### src/rtl/wdog_feedlock_pkg.sv
`timescale 1ns/1ps
package wdog_feedlock_pkg;

  typedef enum logic [0:0] {
    KEY_IDLE = 1'b0,
    KEY_HALF = 1'b1
  } key_state_e;

  localparam logic [7:0] KEY_OPEN  = 8'hAA;
  localparam logic [7:0] KEY_CLOSE = 8'h55;

  localparam logic [3:0] OFS_MODE   = 4'h0;
  localparam logic [3:0] OFS_RELOAD = 4'h4;
  localparam logic [3:0] OFS_KEY    = 4'h8;
  localparam logic [3:0] OFS_COUNT  = 4'hC;

  // Saturate a written reload value into [lo, hi].
  function automatic logic [31:0] clamp_reload(input logic [31:0] v,
                                               input logic [31:0] lo,
                                               input logic [31:0] hi);
    if (v < lo)      return lo;
    else if (v > hi) return hi;
    else             return v;
  endfunction

  // Next value of the down-counter on a prescaled tick.
  function automatic logic [31:0] count_step(input logic [31:0] cur,
                                             input logic [31:0] reload);
    return (cur == 32'd0) ? reload : cur - 32'd1;
  endfunction

endpackage

### src/rtl/wdog_prescale.sv
`timescale 1ns/1ps
module wdog_prescale #(
  parameter int DIV = 4
) (
  input  logic clk,
  input  logic rst_n,
  input  logic run,
  input  logic restart,
  output logic tick
);
  localparam int PW = (DIV > 1) ? $clog2(DIV) : 1;
  localparam logic [PW-1:0] LAST = PW'(DIV - 1);

  logic [PW-1:0] phase_q;

  assign tick = run && (phase_q == LAST);

  always_ff @(posedge clk) begin
    if (!rst_n || restart || !run) phase_q <= '0;
    else if (phase_q == LAST)      phase_q <= '0;
    else                           phase_q <= phase_q + 1'b1;
  end
endmodule

### src/rtl/wdog_key_seq.sv
`timescale 1ns/1ps
module wdog_key_seq
  import wdog_feedlock_pkg::*;
(
  input  logic       clk,
  input  logic       rst_n,
  input  logic       key_wr,
  input  logic [7:0] key_byte,
  input  logic       other_acc,
  input  logic       armed,
  output logic       feed_ok,
  output logic       feed_bad,
  output logic       key_half
);
  key_state_e st_q, st_d;
  logic       broken;

  always_comb begin
    st_d    = st_q;
    feed_ok = 1'b0;
    broken  = 1'b0;
    case (st_q)
      KEY_IDLE: if (key_wr && key_byte == KEY_OPEN) st_d = KEY_HALF;
      KEY_HALF: begin
        if (key_wr) begin
          st_d = KEY_IDLE;
          if (key_byte == KEY_CLOSE) feed_ok = 1'b1;
          else                       broken  = 1'b1;
        end else if (other_acc) begin
          st_d   = KEY_IDLE;
          broken = 1'b1;
        end
      end
      default: st_d = KEY_IDLE;
    endcase
  end

  assign feed_bad = broken && armed;
  assign key_half = (st_q == KEY_HALF);

  always_ff @(posedge clk) begin
    if (!rst_n) st_q <= KEY_IDLE;
    else        st_q <= st_d;
  end
endmodule

### src/rtl/wdog_down_cnt.sv
`timescale 1ns/1ps
module wdog_down_cnt
  import wdog_feedlock_pkg::*;
#(
  parameter int          CNT_W   = 24,
  parameter logic [31:0] RST_VAL = 32'hFF
) (
  input  logic             clk,
  input  logic             rst_n,
  input  logic             load,
  input  logic [CNT_W-1:0] load_val,
  input  logic             tick,
  output logic [CNT_W-1:0] count,
  output logic             expire
);
  logic [CNT_W-1:0] cnt_q;

  assign count  = cnt_q;
  assign expire = tick && (cnt_q == '0);

  always_ff @(posedge clk) begin
    if (!rst_n)    cnt_q <= CNT_W'(RST_VAL);
    else if (load) cnt_q <= load_val;
    else if (tick) cnt_q <= CNT_W'(count_step(32'(cnt_q), 32'(load_val)));
  end
endmodule

### src/rtl/wdog_feedlock.sv
`timescale 1ns/1ps
module wdog_feedlock
  import wdog_feedlock_pkg::*;
#(
  parameter int          ADDR_W = 4,
  parameter int          DATA_W = 32,
  parameter int          CNT_W  = 24,
  parameter int          PRE_DIV = 4,
  parameter logic [31:0] TC_MIN = 32'hFF
) (
  input  logic              clk,
  input  logic              rst_n,
  input  logic              acc_valid,
  input  logic              acc_write,
  input  logic [ADDR_W-1:0] acc_addr,
  input  logic [DATA_W-1:0] acc_wdata,
  output logic [DATA_W-1:0] acc_rdata,
  output logic              wdt_rst_req
);
  localparam logic [31:0] TC_MAX = 32'((64'd1 << CNT_W) - 64'd1);

  // Decoded bus events
  logic acc_wr, hit_mode, hit_reload, hit_key, hit_count;
  logic key_wr, other_acc;

  assign acc_wr     = acc_valid && acc_write;
  assign hit_mode   = (acc_addr == ADDR_W'(OFS_MODE));
  assign hit_reload = (acc_addr == ADDR_W'(OFS_RELOAD));
  assign hit_key    = (acc_addr == ADDR_W'(OFS_KEY));
  assign hit_count  = (acc_addr == ADDR_W'(OFS_COUNT));
  assign key_wr     = acc_wr && hit_key;
  assign other_acc  = acc_valid && !key_wr;

  // Mode and reload state
  logic             en_q, rst_sel_q, flag_q, active_q, rst_req_q;
  logic [CNT_W-1:0] tc_q;

  // Named internal events
  logic             feed_ok, feed_bad, key_half, tick, expire;
  logic [CNT_W-1:0] count;

  wdog_key_seq u_key (
    .clk      (clk),
    .rst_n    (rst_n),
    .key_wr   (key_wr),
    .key_byte (acc_wdata[7:0]),
    .other_acc(other_acc),
    .armed    (active_q),
    .feed_ok  (feed_ok),
    .feed_bad (feed_bad),
    .key_half (key_half)
  );

  wdog_prescale #(.DIV(PRE_DIV)) u_pre (
    .clk    (clk),
    .rst_n  (rst_n),
    .run    (active_q),
    .restart(feed_ok),
    .tick   (tick)
  );

  wdog_down_cnt #(.CNT_W(CNT_W), .RST_VAL(TC_MIN)) u_cnt (
    .clk     (clk),
    .rst_n   (rst_n),
    .load    (feed_ok),
    .load_val(tc_q),
    .tick    (tick),
    .count   (count),
    .expire  (expire)
  );

  always_ff @(posedge clk) begin
    if (!rst_n) begin
      en_q      <= 1'b0;
      rst_sel_q <= 1'b0;
      flag_q    <= 1'b0;
      active_q  <= 1'b0;
      rst_req_q <= 1'b0;
      tc_q      <= CNT_W'(TC_MIN);
    end else begin
      if (acc_wr && hit_mode) begin
        if (acc_wdata[0]) en_q <= 1'b1;
        rst_sel_q <= acc_wdata[1];
      end
      if (expire && !rst_sel_q)                     flag_q <= 1'b1;
      else if (acc_wr && hit_mode && !acc_wdata[2]) flag_q <= 1'b0;
      if (acc_wr && hit_reload)
        tc_q <= CNT_W'(clamp_reload(32'(acc_wdata), TC_MIN, TC_MAX));
      if (feed_ok && en_q) active_q <= 1'b1;
      rst_req_q <= (expire && rst_sel_q) || feed_bad;
    end
  end

  assign wdt_rst_req = rst_req_q;

  always_comb begin
    acc_rdata = '0;
    if (hit_mode) begin
      acc_rdata[0] = en_q;
      acc_rdata[1] = rst_sel_q;
      acc_rdata[2] = flag_q;
    end else if (hit_reload) begin
      acc_rdata = DATA_W'(tc_q);
    end else if (hit_count) begin
      acc_rdata = DATA_W'(count);
    end
  end
endmodule

### config.mk
export PLATFORM = sky130hd
export DESIGN_NAME = wdog_feedlock
export DESIGN_NICKNAME = d
export VERILOG_FILES = /design/src/rtl/wdog_feedlock_pkg.sv /design/src/rtl/wdog_prescale.sv /design/src/rtl/wdog_key_seq.sv /design/src/rtl/wdog_down_cnt.sv /design/src/rtl/wdog_feedlock.sv
export SDC_FILE = /design/constraint.sdc
export NUM_CORES = 1
export LEC_CHECK = 0
export BUFFER_PORTS_ARGS = -buffer_cell sky130_fd_sc_hd__buf_4
export CAP_MARGIN = 10
export CORE_ASPECT_RATIO = 0.7
export CORE_UTILIZATION = 51
export CTS_BUF_LIST = sky130_fd_sc_hd__clkbuf_8
export CTS_CLUSTER_DIAMETER = 50
export DETAILED_ROUTE_END_ITERATION = 10
export HOLD_SLACK_MARGIN = 0.12
export PLACE_DENSITY = 0.87
export SYNTH_ARGS = -nofsm -noshare
export SYNTH_HDL_FRONTEND = slang
export SYNTH_SLANG_ARGS = --single-unit
export TNS_END_PERCENT = 100
### constraint.sdc
create_clock -name clk -period 2.2 [get_ports clk]
set_input_delay 0.33 -clock clk [delete_from_list [all_inputs] [get_ports clk]]
set_output_delay 0.33 -clock clk [all_outputs]
set_load 0.01 [all_outputs]
==> results_dict.tcl, run 1 <==
set metrics [dict create \
    crit_required_ns 2.39 \
    pre_cts_ws_ns -0.0944 \
    critPathMaxFanout 6 \
    die_y_um 69.1 \
    grt_pass1_vias 3689 \
    whs_ns 0.258 \
    cts_tree "built" \
    syn_area_sq_um 3280 \
    rows 24 \
    p_leak_uw 0.00172 \
    num_vias 3987 \
    status "finished with violations" \
    yosysSeqAreaShare_pct 34.2 \
    place.gp.congestion 0.939 \
    drt-initial-drc-count 590 \
    p_sw_share_pct 25.6 \
    synth.largest_area_cell "dfxtp_1" \
    cts-buffers-inserted 5 \
    synthAdderAreaFrac_pct 1.15 \
    start_kind "register" \
    netlist_instances 433 \
    clock-root-buffer "clkbuf_8" \
    fmax_mhz 470 \
    synthSimpleGateAreaFrac_pct 30.7 \
    criticalPathCategory "register to register" \
    cts_buffer_depth 2 \
    synth_xor_area_share_pct 0 \
    p_switching_uw 463 \
    synth-edff-count 0 \
    synth_top_family_by_area "simple AND/OR/NAND/NOR gates" \
    fin_skew_ns 0.0100 \
    drive_above_1_share_pct 30.1 \
    tightest_slew_ns 0.550 \
    routed_wl_um 11800 \
    period_minus_slack_ns 2.13 \
    clockPowerShare_pct 30.4 \
    ys_warn_count 0 \
    synthTopCellsByArea "dfxtp_1, a22oi_1, nor2_1" \
    final_cells 622 \
    ctsHtreeMaxLevel 2 \
    grt_use_total_pct 34.9 \
    violations "design-rule violations" \
    yosysUniqueCellTypes 58 \
    layout.cells.most_common_list "buf_4, dfxtp_1, nor2_1" \
    vias_per_cell 6.41 \
    ys.flop_type "dfxtp_1" \
    fin_crit_sh_pct 96.8 \
    cts.reportedPaths.clkPinSlew_ns 0.10 \
    post-route-drc-count 5 \
    dieArea_sq_um 6750 \
    postRouteAntennaNets 0 \
    areaGrowthSynthToFinish_pct 33.1 \
    grt_pass1_wl_um 18600 \
    avgSynthCellArea_sq_um 7.56 \
    synth-seq-cells 56 \
    grt_remaining_overflow 0 \
    worstPathArrival_ns 2.32 \
    core_sq_um 6220 \
    min-delay-path-class "input port to register" \
    n_fill_cell 539 \
    async_flop_share_pct 0 \
    dpl.cell_count 610 \
    grt_max_degree 28 \
    finalSetupViolations 0 \
    slew_headroom_pct 63.3 \
    setup_slack_ns 0.0711 \
    finalHoldViolCount 0 \
    dp_hpwl_um 8710 \
    clk_latency_ns 0.31 \
    cts_sinks 56 \
    dr.pass1.iters 9 \
    diodes 0 \
    p_int_uw 1340 \
    seq_power_share_pct 57.1 \
    irDropWorstVdd_uv 255 \
    end_kind "register" \
    fp.dieW_um 97.8 \
    yosysTopAreaCellShare_pct 34.2 \
    pin_count 73 \
    total_power_uw 1810 \
    slew_viol_final 0 \
    final_common_cell "buf_4" \
    port_buffers 64 \
    maxCapViolCount 0 \
    synth_compound_area_share_pct 26.3 \
    final_nets 587 \
    comb_power_share_pct 12.4 \
    power_density_nw_per_um2 414 \
    synthMuxAreaShare_pct 0.306 \
    initial_core_util_pct 52.7 \
    wl_per_cell_um 18.9 \
    postCtsHoldBufs 0 \
    final_util_pct 70.1 \
    antenna_found_initial 0 \
]
path summary, 6_finish.rpt:
kind                          startpoint                            to  slack (ns)  depth (start not counted)
min reg2reg  u_pre.phase_q[0]$_SDFF_PP0_   u_pre.phase_q[0]$_SDFF_PP0_        0.43                          1
max reg2reg  u_cnt.count[0]$_SDFFE_PN1P_  u_cnt.count[23]$_SDFFE_PN0P_        0.07                          7
min                         acc_wdata[4]          tc_q[4]$_SDFFE_PN1P_        0.26                          3
max          u_cnt.count[0]$_SDFFE_PN1P_  u_cnt.count[23]$_SDFFE_PN0P_        0.07                          7
layout make-up:
type,instances,area (sq um),share of cell area (%)
multi-input cells,339,1990,45.7
clock buffers,5,68.8,1.58
clock inverters,2,8.76,0.201
inverters,8,30.0,0.689
well taps,78,97.6,2.24
flip-flops and latches,56,1120,25.7
repair buffers,134,1040,23.8
power by group through the flow:
stage	Clock (uW)	Sequential, uW	Combinational (uW)
after floorplan	0	1050	94.5
after global placement	0	1050	215
after detailed placement	0	1050	220
after CTS	547	1030	220
after global routing	589	1030	243
final	549	1030	225
layer usage:
metal / wire length [um] / track usage (%) / vias to the layer above
met2: 5110 / 53.1 / 281
met4: 273 / 13.1 / 0
met3: 1390 / 8.11 / 31
li1: - / - / 1826
met5: 0 / 0 / -
met1: 4980 / 48.1 / 1849
what timing repair did:
action | CTS | global route
setup endpoints to repair | 1 | 24
pin swaps | 1 | 4
buffers inserted | 2 | 3
resized for setup | 0 | 14
state kept, by name (all words and copies together) (netlist names):
name / cells
tc_q: 24
u_pre.phase_q: 2
u_key.key_half: 1
u_cnt.count: 24
wdt_rst_req: 1
active_q: 1
flag_q: 1
en_q: 1
rst_sel_q: 1
kinds of logic (layout without fill, tap and decap cells):
group / after synthesis / count (layout)
multiplexers: 1 / 1
other: 1 / 8
AO/OA/AOI/OAI: 130 / 130
flip-flops: 56 / 56
AND/OR/NAND/NOR: 197 / 197
adder cells (fa/ha/maj): 3 / 3
buffers and inverters: 45 / 149
cell usage after synthesis (3+ instances only):
cell type,number
nor3_1,18
nand2_1,49
nand4_1,10
a22oi_1,26
clkbuf_1,22
nand3_1,24
dfxtp_1,56
a31oi_1,14
buf_4,10
nand2b_1,4
a21oi_1,31
o22ai_1,9
inv_1,8
ha_1,3
o211ai_1,5
and3_1,4
buf_6,4
o21ai_0,24
or4_1,3
nor4_1,12
nor2_1,51
through the flow:
step                setup TNS (ns)  area [sq um]
global route              -0.00911          4360
global placement            -0.335          4200
finish                           0          4360
floorplan                        0          3300
CTS                              0          4290
detailed placement          -0.889          4200
critical path: stages (launching register included):
cell and delay [ns]:
dfxtp_1 0.35, buf_4 0.15, nor4_2 0.38, nand2_2 0.17, or3_1 0.42, o31a_1 0.27, o211ai_1 0.18, a31oi_1 0.10
(Power assumes the default switching activity.)
==> inputs of run 2 (changes only) <==
Settings changed: BUFFER_PORTS_ARGS -buffer_cell sky130_fd_sc_hd__buf_4 to unset, CORE_UTILIZATION 51 to 60, DONT_BUFFER_PORTS set to 1.
==> results_dict.tcl, run 2 (synthesis gave the netlist of run 1 again) <==
set metrics [dict create \
    fin_crit_sh_pct 97.1 \
    final_common_cell "dfxtp_1" \
    p_switching_uw 446 \
    postRouteAntennaNets 0 \
    grt_pass1_vias 3428 \
    slew_viol_final 0 \
    drive_above_1_share_pct 16.2 \
    comb_power_share_pct 6.8 \
    fin_area_sq_um 3730 \
    final_nets 504 \
    clock-root-buffer "clkbuf_8" \
    grt_pass1_wl_um 17300 \
    dieArea_sq_um 5760 \
    slew_headroom_pct 50.5 \
    placed_area_sq_um 3580 \
    routed_wl_um 10800 \
    die_y_um 63.8 \
    clockPowerShare_pct 37.2 \
    antenna_found_initial 0 \
    num_vias 3718 \
    critPathMaxFanout 5 \
    drt-initial-drc-count 494 \
    power_density_nw_per_um2 496 \
    end_kind "register" \
    total_power_uw 1850 \
    cts-buffers-inserted 5 \
    final_util_pct 70.9 \
    ctsHtreeMaxLevel 2 \
    crit_required_ns 2.47 \
    pre_cts_ws_ns -0.00868 \
    tightest_slew_ns 0.743 \
    post-route-drc-count 0 \
    cts_buffer_depth 2 \
    clk_latency_ns 0.32 \
    place.gp.congestion 0.955 \
    top_layer_used "met4" \
    p_int_uw 1400 \
    setup_slack_ns 0.0628 \
    period_minus_slack_ns 2.14 \
    layout.cells.most_common_list "dfxtp_1, nor2_1, nand2_1, buf_4, a21oi_1" \
    criticalPathCategory "register to register" \
    finalHoldViolCount 0 \
    core_sq_um 5260 \
    start_kind "register" \
    p_sw_share_pct 24.1 \
    m1WireLength_um 4580 \
    irDropWorstVdd_uv 285 \
    hold_start "rst_n" \
    finalSetupViolations 0 \
    cts_tree "built" \
    worstPathArrival_ns 2.40 \
    seq_power_share_pct 56.0 \
    critPathLaunch "u_cnt.count[1]$_SDFFE_PN1P_" \
    route.met3.wl_um 1410 \
    areaGrowthSynthToFinish_pct 13.8 \
    fp.dieW_um 90.3 \
    port_buffers 0 \
    rr_startpoint "u_cnt.count[1]$_SDFFE_PN1P_" \
    status "complete, no violations" \
    diodes 0 \
    initial_core_util_pct 62.3 \
    p_leak_uw 0.00131 \
    cts.reportedPaths.clkPinSlew_ns 0.10 \
    grt_use_total_pct 38.2 \
    maxCapViolCount 0 \
    min-delay-path-class "input port to register" \
    grt_remaining_overflow 0 \
    grt_max_degree 27 \
    rows 22 \
    wl_per_cell_um 20.2 \
    dr.pass1.iters 5 \
    dp_hpwl_um 7850 \
    pin_count 73 \
    fin_skew_ns 0.00828 \
    fmax_mhz 468 \
    cts_sinks 56 \
    wl_met2_um 4510 \
    vias_per_cell 6.96 \
]
run 2: cell count changes in the layout (fill, tap and decap cells not counted), sizes merged:
cell         delta
buf            -84
dlygate4sd3     +1
bufinv          +1
run 2: layout make-up:
| type | count | area, sq um |
|---|---|---|
| flip-flops and latches | 56 | 1120 |
| clock inverters | 3 | 38.8 |
| inverters | 8 | 30.0 |
| repair buffers | 51 | 410 |
| well taps | 72 | 90.1 |
| clock buffers | 5 | 68.8 |
| multi-input cells | 339 | 1970 |
| fillers | 435 | 1530 |
run 2: critical path: stages (launching register included):
cell and delay [ns]:
dfxtp_1 0.35, inv_1 0.12, ha_2 0.22, nor3b_1 0.19
buf_4 0.18, nand4_1 0.17, buf_4 0.21, nor2_1 0.18
nand4_1 0.14, a21oi_1 0.20, o21a_1 0.13
run 2: power by group through the flow:
stage / sequential [uW] / combinational [uW] / clock (uW)
after global placement: 1060 / 114 / 0
final: 1030 / 126 / 687
after floorplan: 1050 / 94.5 / 0
after global routing: 1040 / 135 / 715
after detailed placement: 1060 / 116 / 0
after CTS: 1030 / 122 / 684
run 2: layer usage:
metal / track usage (%) / vias up
met5: 0 / -
met4: 11.3 / 0
met3: 9.17 / 38
met2: 56.9 / 285
met1: 54.8 / 1734
li1: - / 1661
run 2: path summary, 6_finish.rpt:
| check | end | slack [ns] | cells past startpoint |
|---|---|---|---|
| max reg2reg | u_cnt.count[22]$_SDFFE_PN0P_ | 0.06 | 10 |
| max | u_cnt.count[22]$_SDFFE_PN0P_ | 0.06 | 10 |
| min | u_cnt.count[8]$_SDFFE_PN0P_ | 0.14 | 1 |
| min reg2reg | u_pre.phase_q[0]$_SDFF_PP0_ | 0.45 | 1 |
run 2: repair_timing:
action,in CTS,in global routing
setup buffers,1,1
endpoints found under the setup margin,5,24
endpoints found under the hold margin,12,0
pin swaps,1,1
hold buffers,1,0
resized for setup,0,4
gates cloned,0,0
run 2: per-stage QoR:
| stage | hold WS, ns | setup TNS, ns | cells |
|---|---|---|---|
| final | 0.136 | 0 | 534 |
| after global routing | 0.131 | -0.0567 | 534 |
| after global placement | 0.395 | 0 | 523 |
| after detailed placement | 0.398 | -0.0145 | 523 |
| after CTS | 0.134 | 0 | 533 |
| after floorplan | 0.405 | 0 | 440 |
